$ cat src/rtl/lsr_pkg.sv
package lsr_pkg;

  // Strobes from control to datapath
  typedef struct packed {
    logic loadStretch;   // start a low-side extension at this period end
    logic refreshHold;   // force low side for the current period
  } lsrStrobe_t;

  // Conditions reported by the datapath to control
  typedef struct packed {
    logic narrowNow;     // low time of the ending period is below threshold
    logic hsLong;        // high side has been on past the refresh limit
  } lsrStatus_t;

endpackage

$ cat src/rtl/lsr_datapath.sv
module lsr_datapath
  import lsr_pkg::*;
#(
  parameter int BLANK_CYC   = 10,
  parameter int SAMPLE_CYC  = 4,
  parameter int MIN_LS_CYC  = 21,
  parameter int REFRESH_CYC = 5000
) (
  input  logic       clk,
  input  logic       rst,
  input  logic       pwmIn,
  input  logic       cycTick,
  input  lsrStrobe_t strobe,
  output lsrStatus_t status,
  output logic       hsEn,
  output logic       lsEn,
  output logic       monWin
);

  localparam int NARROW_LIM = BLANK_CYC + SAMPLE_CYC;
  localparam int LOW_W      = $clog2(NARROW_LIM + 1);
  localparam int SUM_W      = LOW_W + 1;
  localparam int EXT_W      = $clog2(MIN_LS_CYC + 1);
  localparam int RUN_MAX    = BLANK_CYC + 1;
  localparam int RUN_W      = $clog2(RUN_MAX + 1);
  localparam int HS_W       = $clog2(REFRESH_CYC + 1);

  logic [LOW_W-1:0] lowCnt;
  logic [SUM_W-1:0] lowSum;
  logic [EXT_W-1:0] stretchRem;
  logic [EXT_W-1:0] extAmt;
  logic [HS_W-1:0]  hsRun;
  logic [RUN_W-1:0] lsRun;
  logic [RUN_W-1:0] lsRunNext;
  logic             forceLs;
  logic             hsNext;
  logic             lsNext;

  always_comb begin
    // low-time of the period so far, including the current cycle
    lowSum  = SUM_W'(lowCnt) + SUM_W'(!pwmIn);
    extAmt  = EXT_W'(MIN_LS_CYC) - EXT_W'(lowSum);
    forceLs = (stretchRem != '0) || strobe.refreshHold;
    hsNext  = pwmIn && !forceLs;
    lsNext  = !pwmIn || forceLs;

    if (!lsNext)                        lsRunNext = '0;
    else if (!lsEn)                     lsRunNext = RUN_W'(1);
    else if (lsRun == RUN_W'(RUN_MAX))  lsRunNext = lsRun;
    else                                lsRunNext = lsRun + RUN_W'(1);

    status.narrowNow = lowSum < SUM_W'(NARROW_LIM);
    status.hsLong    = hsRun >= HS_W'(REFRESH_CYC);
  end

  always_ff @(posedge clk) begin
    if (rst) begin
      lowCnt     <= '0;
      stretchRem <= '0;
      hsRun      <= '0;
      lsRun      <= '0;
      hsEn       <= 1'b0;
      lsEn       <= 1'b0;
      monWin     <= 1'b0;
    end else begin
      if (cycTick)
        lowCnt <= '0;
      else if (!pwmIn && lowCnt != LOW_W'(NARROW_LIM))
        lowCnt <= lowCnt + LOW_W'(1);

      if (strobe.loadStretch)
        stretchRem <= extAmt;
      else if (stretchRem != '0)
        stretchRem <= stretchRem - EXT_W'(1);

      if (!hsEn)
        hsRun <= '0;
      else if (hsRun != HS_W'(REFRESH_CYC))
        hsRun <= hsRun + HS_W'(1);

      hsEn   <= hsNext;
      lsEn   <= lsNext;
      lsRun  <= lsRunNext;
      monWin <= lsNext && (lsRunNext > RUN_W'(BLANK_CYC));
    end
  end

endmodule

$ cat src/rtl/lsr_ctrl.sv
module lsr_ctrl
  import lsr_pkg::*;
#(
  parameter int NARROW_RUN = 3
) (
  input  logic       clk,
  input  logic       rst,
  input  logic       cycTick,
  input  logic       ocpEn,
  input  lsrStatus_t status,
  output lsrStrobe_t strobe
);

  localparam int CNT_W = $clog2(NARROW_RUN + 1);

  logic [CNT_W-1:0] narrowCnt;
  logic             refreshAct;

  always_comb begin
    strobe.loadStretch = cycTick && ocpEn && status.narrowNow &&
                         (narrowCnt == CNT_W'(NARROW_RUN - 1));
    strobe.refreshHold = refreshAct;
  end

  always_ff @(posedge clk) begin
    if (rst) begin
      narrowCnt  <= '0;
      refreshAct <= 1'b0;
    end else begin
      if (!ocpEn)
        narrowCnt <= '0;
      else if (cycTick) begin
        if (!status.narrowNow || strobe.loadStretch)
          narrowCnt <= '0;
        else
          narrowCnt <= narrowCnt + CNT_W'(1);
      end

      // a refresh lasts from one period boundary to the next
      if (cycTick)
        refreshAct <= !refreshAct && status.hsLong;
    end
  end

endmodule

$ cat src/rtl/ls_stretch_refresh.sv
module ls_stretch_refresh
  import lsr_pkg::*;
#(
  parameter int BLANK_CYC   = 10,
  parameter int SAMPLE_CYC  = 4,
  parameter int MIN_LS_CYC  = 21,
  parameter int REFRESH_CYC = 5000,
  parameter int NARROW_RUN  = 3
) (
  input  logic clk,
  input  logic rst,
  input  logic pwmIn,
  input  logic cycTick,
  input  logic ocpEn,
  output logic hsEn,
  output logic lsEn,
  output logic monWin
);

  lsrStrobe_t strobe;
  lsrStatus_t status;

  lsr_ctrl #(
    .NARROW_RUN(NARROW_RUN)
  ) ctrl_i (
    .clk    (clk),
    .rst    (rst),
    .cycTick(cycTick),
    .ocpEn  (ocpEn),
    .status (status),
    .strobe (strobe)
  );

  lsr_datapath #(
    .BLANK_CYC  (BLANK_CYC),
    .SAMPLE_CYC (SAMPLE_CYC),
    .MIN_LS_CYC (MIN_LS_CYC),
    .REFRESH_CYC(REFRESH_CYC)
  ) dp_i (
    .clk    (clk),
    .rst    (rst),
    .pwmIn  (pwmIn),
    .cycTick(cycTick),
    .strobe (strobe),
    .status (status),
    .hsEn   (hsEn),
    .lsEn   (lsEn),
    .monWin (monWin)
  );

endmodule

$ cat config.mk
export PLATFORM = sky130hd
export DESIGN_NAME = ls_stretch_refresh
export DESIGN_NICKNAME = d
export VERILOG_FILES = /design/src/rtl/lsr_pkg.sv /design/src/rtl/lsr_datapath.sv /design/src/rtl/lsr_ctrl.sv /design/src/rtl/ls_stretch_refresh.sv
export SDC_FILE = /design/constraint.sdc
export NUM_CORES = 1
export LEC_CHECK = 0
export BUFFER_PORTS_ARGS = -buffer_cell sky130_fd_sc_hd__buf_2
export CAP_MARGIN = 40
export CELL_PAD_IN_SITES_DETAIL_PLACEMENT = 1
export CELL_PAD_IN_SITES_GLOBAL_PLACEMENT = 1
export CORE_UTILIZATION = 46
export CTS_CLUSTER_DIAMETER = 60
export DETAILED_ROUTE_END_ITERATION = 8
export MAX_ROUTING_LAYER = met4
export PLACE_DENSITY = 0.78
export SLEW_MARGIN = 25
export SYNTH_ARGS = -nofsm -noshare
export SYNTH_HDL_FRONTEND = slang
export SYNTH_SLANG_ARGS = --single-unit
$ cat constraint.sdc
create_clock -name clk -period 3 [get_ports clk]
set_clock_uncertainty 0.2 [all_clocks]
set_input_delay 0.6 -clock clk [delete_from_list [all_inputs] [get_ports clk]]
set_output_delay 0.6 -clock clk [all_outputs]
set_load 0.02 [all_outputs]
==> results of run 1 <==
-- cell families after synthesis --
group                      after synthesis  share of synthesized area
and+or+nand+nor                         81                      0.251
DFF                                     32                      0.371
AOI/OAI and AO/OA                       28                      0.120
xor gates and xnor gates                19                     0.0964
buffers and inverters                   18                     0.0398
adders and majority gates               12                     0.0870
muxes                                    6                     0.0355
-- placed cells by master, fill, tap and decap left out, drive strengths merged, types with 2 or more instances in the layout --
cell type	Yosys	layout
a31o	2	2
or4b	2	2
nor4	3	3
clkbuf	3	6
a21boi	3	3
nand2b	4	4
or3	5	5
a21oi	6	6
nand4b	2	2
nor3	9	9
nand2	12	12
xor2	7	7
and2	2	2
o221ai	2	2
inv	12	12
dfxtp	32	32
clkinv	1	2
nand3b	2	2
nor2	23	23
buf	2	8
o211ai	2	2
ha	12	12
nand3	9	9
o32ai	2	2
mux2i	5	5
xnor2	12	12
nand4	3	3
o41ai	3	3
a31oi	2	2
-- flip-flops by register name, indices dropped and copies added (netlist names) --
register and cells:
dp_i.hsRun 13, dp_i.stretchRem 5, dp_i.lowCnt 4, dp_i.lsRun 4, ctrl_i.narrowCnt 2, ctrl_i.refreshAct 1
dp_i.hsEn 1, dp_i.lsEn 1, dp_i.monWin 1
-- how the worst max path moves through the flow --
| stage | slack, ns | cells after the start | end | from |
|---|---|---|---|---|
| floorplan | 0.46 | 8 | dp_i.stretchRem[4] | pwmIn |
| detailed placement | 0.22 | 9 | dp_i.stretchRem[4] | pwmIn |
| global route | 0.23 | 9 | dp_i.stretchRem[2] | dp_i.lowCnt[0] |
| finish | 0.42 | 11 | dp_i.stretchRem[2] | pwmIn |
| CTS | 0.44 | 11 | dp_i.stretchRem[2] | pwmIn |
| global placement | 0.29 | 9 | dp_i.stretchRem[4] | pwmIn |
-- critical path: cells and delay by family --
kind	cells	cell delay, ns
AO/OA/AOI/OAI	3	0.47
buffers and inverters	3	0.35
adder cells (fa/ha/maj)	3	0.71
AND/OR/NAND/NOR	1	0.16
XOR/XNOR	1	0.24
-- per-layer routing --
metal / vias to the layer above / wire [µm] / share of wire / track usage
li1: 713 / - / - / -
met1: 715 / 1750 / 0.42 / 0.255
met2: 20 / 2180 / 0.53 / 0.441
met3: 10 / 108 / 0.026 / 0.0489
met4: 0 / 89 / 0.022 / 0.0966
met5: - / 0 / 0 / -
-- through the flow --
stage | cell area, µm² | utilization
2_1_floorplan | 1730 | -
3_3_place_gp | 1810 | 0.521
3_5_place_dp | 1810 | 0.521
4_1_cts | 1910 | 0.552
5_1_grt | 1910 | 0.552
6_report | 1910 | 0.552
-- layout make-up --
cell class                      count  area [µm²]
Clock inverter                      2        35.0
Sequential cell                    32         641
Multi-Input combinational cell    146        1020
Fill cell                         421        1550
Timing Repair Buffer                8        42.5
Inverter                           13        48.8
Clock buffer                        6        72.6
Tap cell                           46        57.6
-- power by group through the flow --
| stage | clock (mW) | sequential [mW] | combinational [mW] |
|---|---|---|---|
| after floorplan | 0 | 0.530 | 0.276 |
| after global placement | 0 | 0.536 | 0.339 |
| after detailed placement | 0 | 0.538 | 0.358 |
| after CTS | 0.416 | 0.529 | 0.372 |
| after global routing | 0.428 | 0.538 | 0.413 |
| final | 0.408 | 0.528 | 0.371 |
==> summary.txt, run 1 <==
Critical path
  • Cell mode on critical path: ha_1
  • Setup slack, reg-to-reg: 0.43 ns
  • WS Path Type: primary input to flop
  • Crit path cell chain: buf_2 > inv_1 > ha_1 > ha_1 > xor2_1 > ha_1 > nand4b_1 > a21boi_2 > buf_4 > o221ai_1 > o41ai_1
  • Crit Path Max Fanout: 6
  • CP max stage cell: ha_1
  • Reg-to-reg startpoint: dp_i.lowCnt[0]
  • Crit-path max cell delay: 0.25 ns
  • Startpoint types: primary input
  • CP Data Required Time: 2.97 ns
  • FF-to-FF path depth: 9
  • CP Data Arrival Time: 2.55 ns
  • Crit end category: flop
  • Reg2reg end: dp_i.stretchRem[2]

Logic synthesis
  • Yosys cell types: 47
  • Ys async rst share: 0
  • Seq/Total Area, Yosys: 0.371
  • Synth area leaders: dfxtp_1 (37%), ha_1 (8.7%), xnor2_1 (6.1%)
  • Most common cell in the netlist: dfxtp_1
  • Post-synth EDFFs: 0
  • Mapped Cells: 196
  • Synth Flop Type: dfxtp_1
  • Avg Cell Area, Syn: 8.81 µm²
  • Syn nets: 213
  • Synthesized flop and latch total: 32
  • Mapped cell area: 0.00173 mm²
  • Synth warn: 0
  • Share of the synthesized area in the top cell type: 0.371
  • Top cell type by total area after synthesis: dfxtp_1
  • Commonest cells post-synth: dfxtp_1 (32), nor2_1 (23)

Placed design
  • Pre-CTS setup slack: 0.216 ns
  • DP HPWL: 2860 µm
  • Gpl congestion: 0.884
  • I/O Buffers: 7
  • Placed insts: 245

Floorplan
  • FP Rows: 21
  • Starting Density: 0.498
  • Die Wd: 63.3 µm
  • Io pins: 8
  • Core area: 0.00347 mm²
  • Die height: 63.3 µm
  • Die area: 0.00400 mm²

Clocking
  • CTS clk-pin slew, worst paths: 0.07 ns
  • Post_cts resized: 0
  • Hold_buf cts: 0
  • CTS tree: built
  • CTS buffer count: 5
  • Max clock buf depth: 2
  • Worst skew pair latency: 0.29 ns
  • Clock sinks: 32
  • Clock Root Buffer: clkbuf_8
  • H-tree levels: 2
  • Post-CTS Setup Inserts: 0

Timing
  • Unrepaired setup endpoints after global routing: no
  • Worst-Margin Slew: 0.473 ns
  • Pins over their slew limit: 0
  • Hold_ws: 0.297 ns
  • Fmax: 388 MHz
  • Period utilization: 0.860
  • Slew margin rel.: 0.683
  • Final min period: 2.58 ns
  • Fin worst setup slack: 0.422 ns
  • Final number of setup-violating endpoints: 0
  • Final hold vios: 0
  • Final setup TNS: 0 ns

Min path
  • Hold Path End: dp_i.lsRun[0]
  • Hold Path Origin: dp_i.lsEn
  • Worst hold path cell count: 1
  • Hold WC Path Type: flop to flop

Pwr
  • Cell Int Power: 0.901 mW
  • NetSw: 0.406 mW
  • Sw Share: 0.311
  • Sequential Power Share: 0.404
  • Power per cell area: 682 mW/mm²
  • P_leak: 0.691 nW
  • Clock share of power: 0.312
  • Peak VDD IR: 0.337 mV
  • Combinational share of power: 0.284
  • Overall power: 1.31 mW

Global route
  • Tot GR Track Use: 0.243
  • First-pass GRT wire length: 7410 µm
  • Initial antenna violation count: 0
  • Overflow after GRT: 0
  • Vias in the first global route: 1611
  • Largest net degree at the start of global routing: 14

Route
  • DRC violations left: 0
  • Routed Antenna Nets: 0
  • Vias: 1458
  • Drt pass-1 iters: 4
  • Routed length per instance: 16.3 µm
  • Post-Route WL: 4120 µm
  • DRT iter0 DRCs: 79
  • Avg Vias per Cell: 5.76

Run
  • MaxCap Viol Count: 0

Layout
  • Share of layout cells above drive strength 1: 0.126
  • Layout area overhead: 10.9%
  • Layout Nets: 223
  • Ant. Diodes: 0
  • Post-Layout Cell Count: 253

Status
  • Outcome: finished clean
Note: power is estimated with default switching activity, not from simulation.
==> run 2, diff against run 1 <==
Settings changed: CAP_MARGIN 40 to 20, CELL_PAD_IN_SITES_DETAIL_PLACEMENT 1 to not set, CELL_PAD_IN_SITES_GLOBAL_PLACEMENT 1 to not set, CORE_UTILIZATION 46 to 50, PLACE_DENSITY 0.78 to 0.67.
==> summary.txt, run 2 (synthesized netlist as in run 1, its figures left out) <==
Clocking
  • Clock Root Buffer: clkbuf_4
  • CTS clk-pin slew, worst paths: 0.10 ns
  • Max clock buf depth: 2
  • H-tree levels: 2
  • Worst skew pair latency: 0.32 ns
  • Post_cts resized: 0
  • CTS buffer count: 5
  • Clock sinks: 32
  • Hold_buf cts: 0
  • CTS tree: built
  • Post-CTS Setup Inserts: 0

Floorplan
  • Die area: 0.00369 mm²
  • Die height: 60.8 µm
  • Die Wd: 60.8 µm
  • Io pins: 8
  • Starting Density: 0.548
  • Core area: 0.00315 mm²
  • FP Rows: 20

Route
  • Routed length per instance: 12.5 µm
  • Avg Vias per Cell: 5.39
  • Vias: 1353
  • DRC violations left: 0
  • Drt pass-1 iters: 4
  • DRT iter0 DRCs: 100
  • Routed Antenna Nets: 0
  • Post-Route WL: 3130 µm

Pwr
  • Overall power: 1.13 mW
  • P_leak: 0.674 nW
  • Peak VDD IR: 0.455 mV
  • Power per cell area: 605 mW/mm²

Timing
  • Pins over their slew limit: 0
  • Final setup TNS: 0 ns
  • Final min period: 2.44 ns
  • Worst-Margin Slew: 0.452 ns
  • Final number of setup-violating endpoints: 0
  • Final hold vios: 0
  • Fmax: 410 MHz
  • Unrepaired setup endpoints after global routing: no
  • Slew margin rel.: 0.698
  • Fin worst setup slack: 0.560 ns
  • Period utilization: 0.813

Global route
  • Vias in the first global route: 1214
  • GR Util met3: 0.0576
  • Tot GR Track Use: 0.205
  • First-pass GRT wire length: 5380 µm
  • Overflow after GRT: 0
  • Busiest grt layer: met2
  • Met1 Use GR: 0.272
  • Largest net degree at the start of global routing: 14
  • Initial antenna violation count: 0
  • GR Util met2: 0.300

Critical path
  • CP Data Required Time: 3.02 ns
  • Crit Path Max Fanout: 7
  • WS Path Type: primary input to flop
  • Setup slack, reg-to-reg: 0.60 ns
  • Startpoint types: primary input
  • Crit end category: flop
  • CP Data Arrival Time: 2.46 ns

Placed design
  • Gpl congestion: 0.818
  • I/O Buffers: 7
  • Placed cell areas: 0.00180 mm²
  • Pre-CTS setup slack: 0.237 ns
  • DP HPWL: 2350 µm

Status
  • Outcome: finished clean

Layout
  • Top flop regs: dp_i.hsRun x13, dp_i.stretchRem x5
  • Ant. Diodes: 0
  • Share of layout cells above drive strength 1: 0.130
  • Register Area: 641 µm²
  • Fill count: 298
  • Most frequent cells in the layout: dfxtp_1 (32), nor2_1 (23)
  • Register name with the most flops: dp_i.hsRun
  • Finished Cell Area: 0.00187 mm²
  • Layout area overhead: 8.04%
  • Footprint of the multi-input gates: 0.00102 mm²
  • Max reg flops: 13
  • Layout Nets: 223
  • Commonest non-fill, non-tap cell in the layout: dfxtp_1

Run
  • MaxCap Viol Count: 0

Min path
  • Hold WC Path Type: flop to flop
## run 2: cell count changes in the layout (fill, tap and decap cells not counted), sizes merged
cell	change
bufinv	-1
clkinv	+1
## run 2: where the power goes
group	switching (mW)	internal, mW	total, mW
combinational	0.169	0.176	0.344
sequential	0.0494	0.477	0.526
clock	0.147	0.112	0.258
total	0.365	0.764	1.13
## run 2: metrics by stage
step,hold WS (ns),util,instances
2_1_floorplan,0.256,-,196
3_3_place_gp,0.252,0.572,243
3_5_place_dp,0.275,0.572,243
4_1_cts,0.290,0.592,251
5_1_grt,0.301,0.592,251
6_report,0.274,0.592,251
## run 2: layer usage
metal  share of wire  wire length, µm
met1            0.51             1600
met2            0.45             1410
met3           0.033              103
met4          0.0067               21
met5               0                0
## run 2: path summary, 6_finish.rpt
kind                   from                  to  depth (start not counted)
max reg2reg  dp_i.lowCnt[0]  dp_i.stretchRem[4]                          7
max                   pwmIn  dp_i.stretchRem[4]                          9
min               dp_i.lsEn       dp_i.lsRun[0]                          1
min reg2reg       dp_i.lsEn       dp_i.lsRun[0]                          1
## run 2: area by class of cell
| type | count | area share |
|---|---|---|
| well taps | 44 | 0.0295 |
| inverters | 13 | 0.0262 |
| multi-input cells | 146 | 0.545 |
| clock inverters | 2 | 0.00537 |
| repair buffers | 8 | 0.0228 |
| clock buffers | 6 | 0.0275 |
| flip-flops and latches | 32 | 0.343 |
## run 2: worst max-delay path, stage by stage
cell and delay [ns]:
buf_2 0.09, inv_1 0.05, ha_1 0.24, ha_1 0.25, xor2_1 0.18, ha_1 0.25
a31o_2 0.28, nor2_1 0.17, mux2_2 0.35
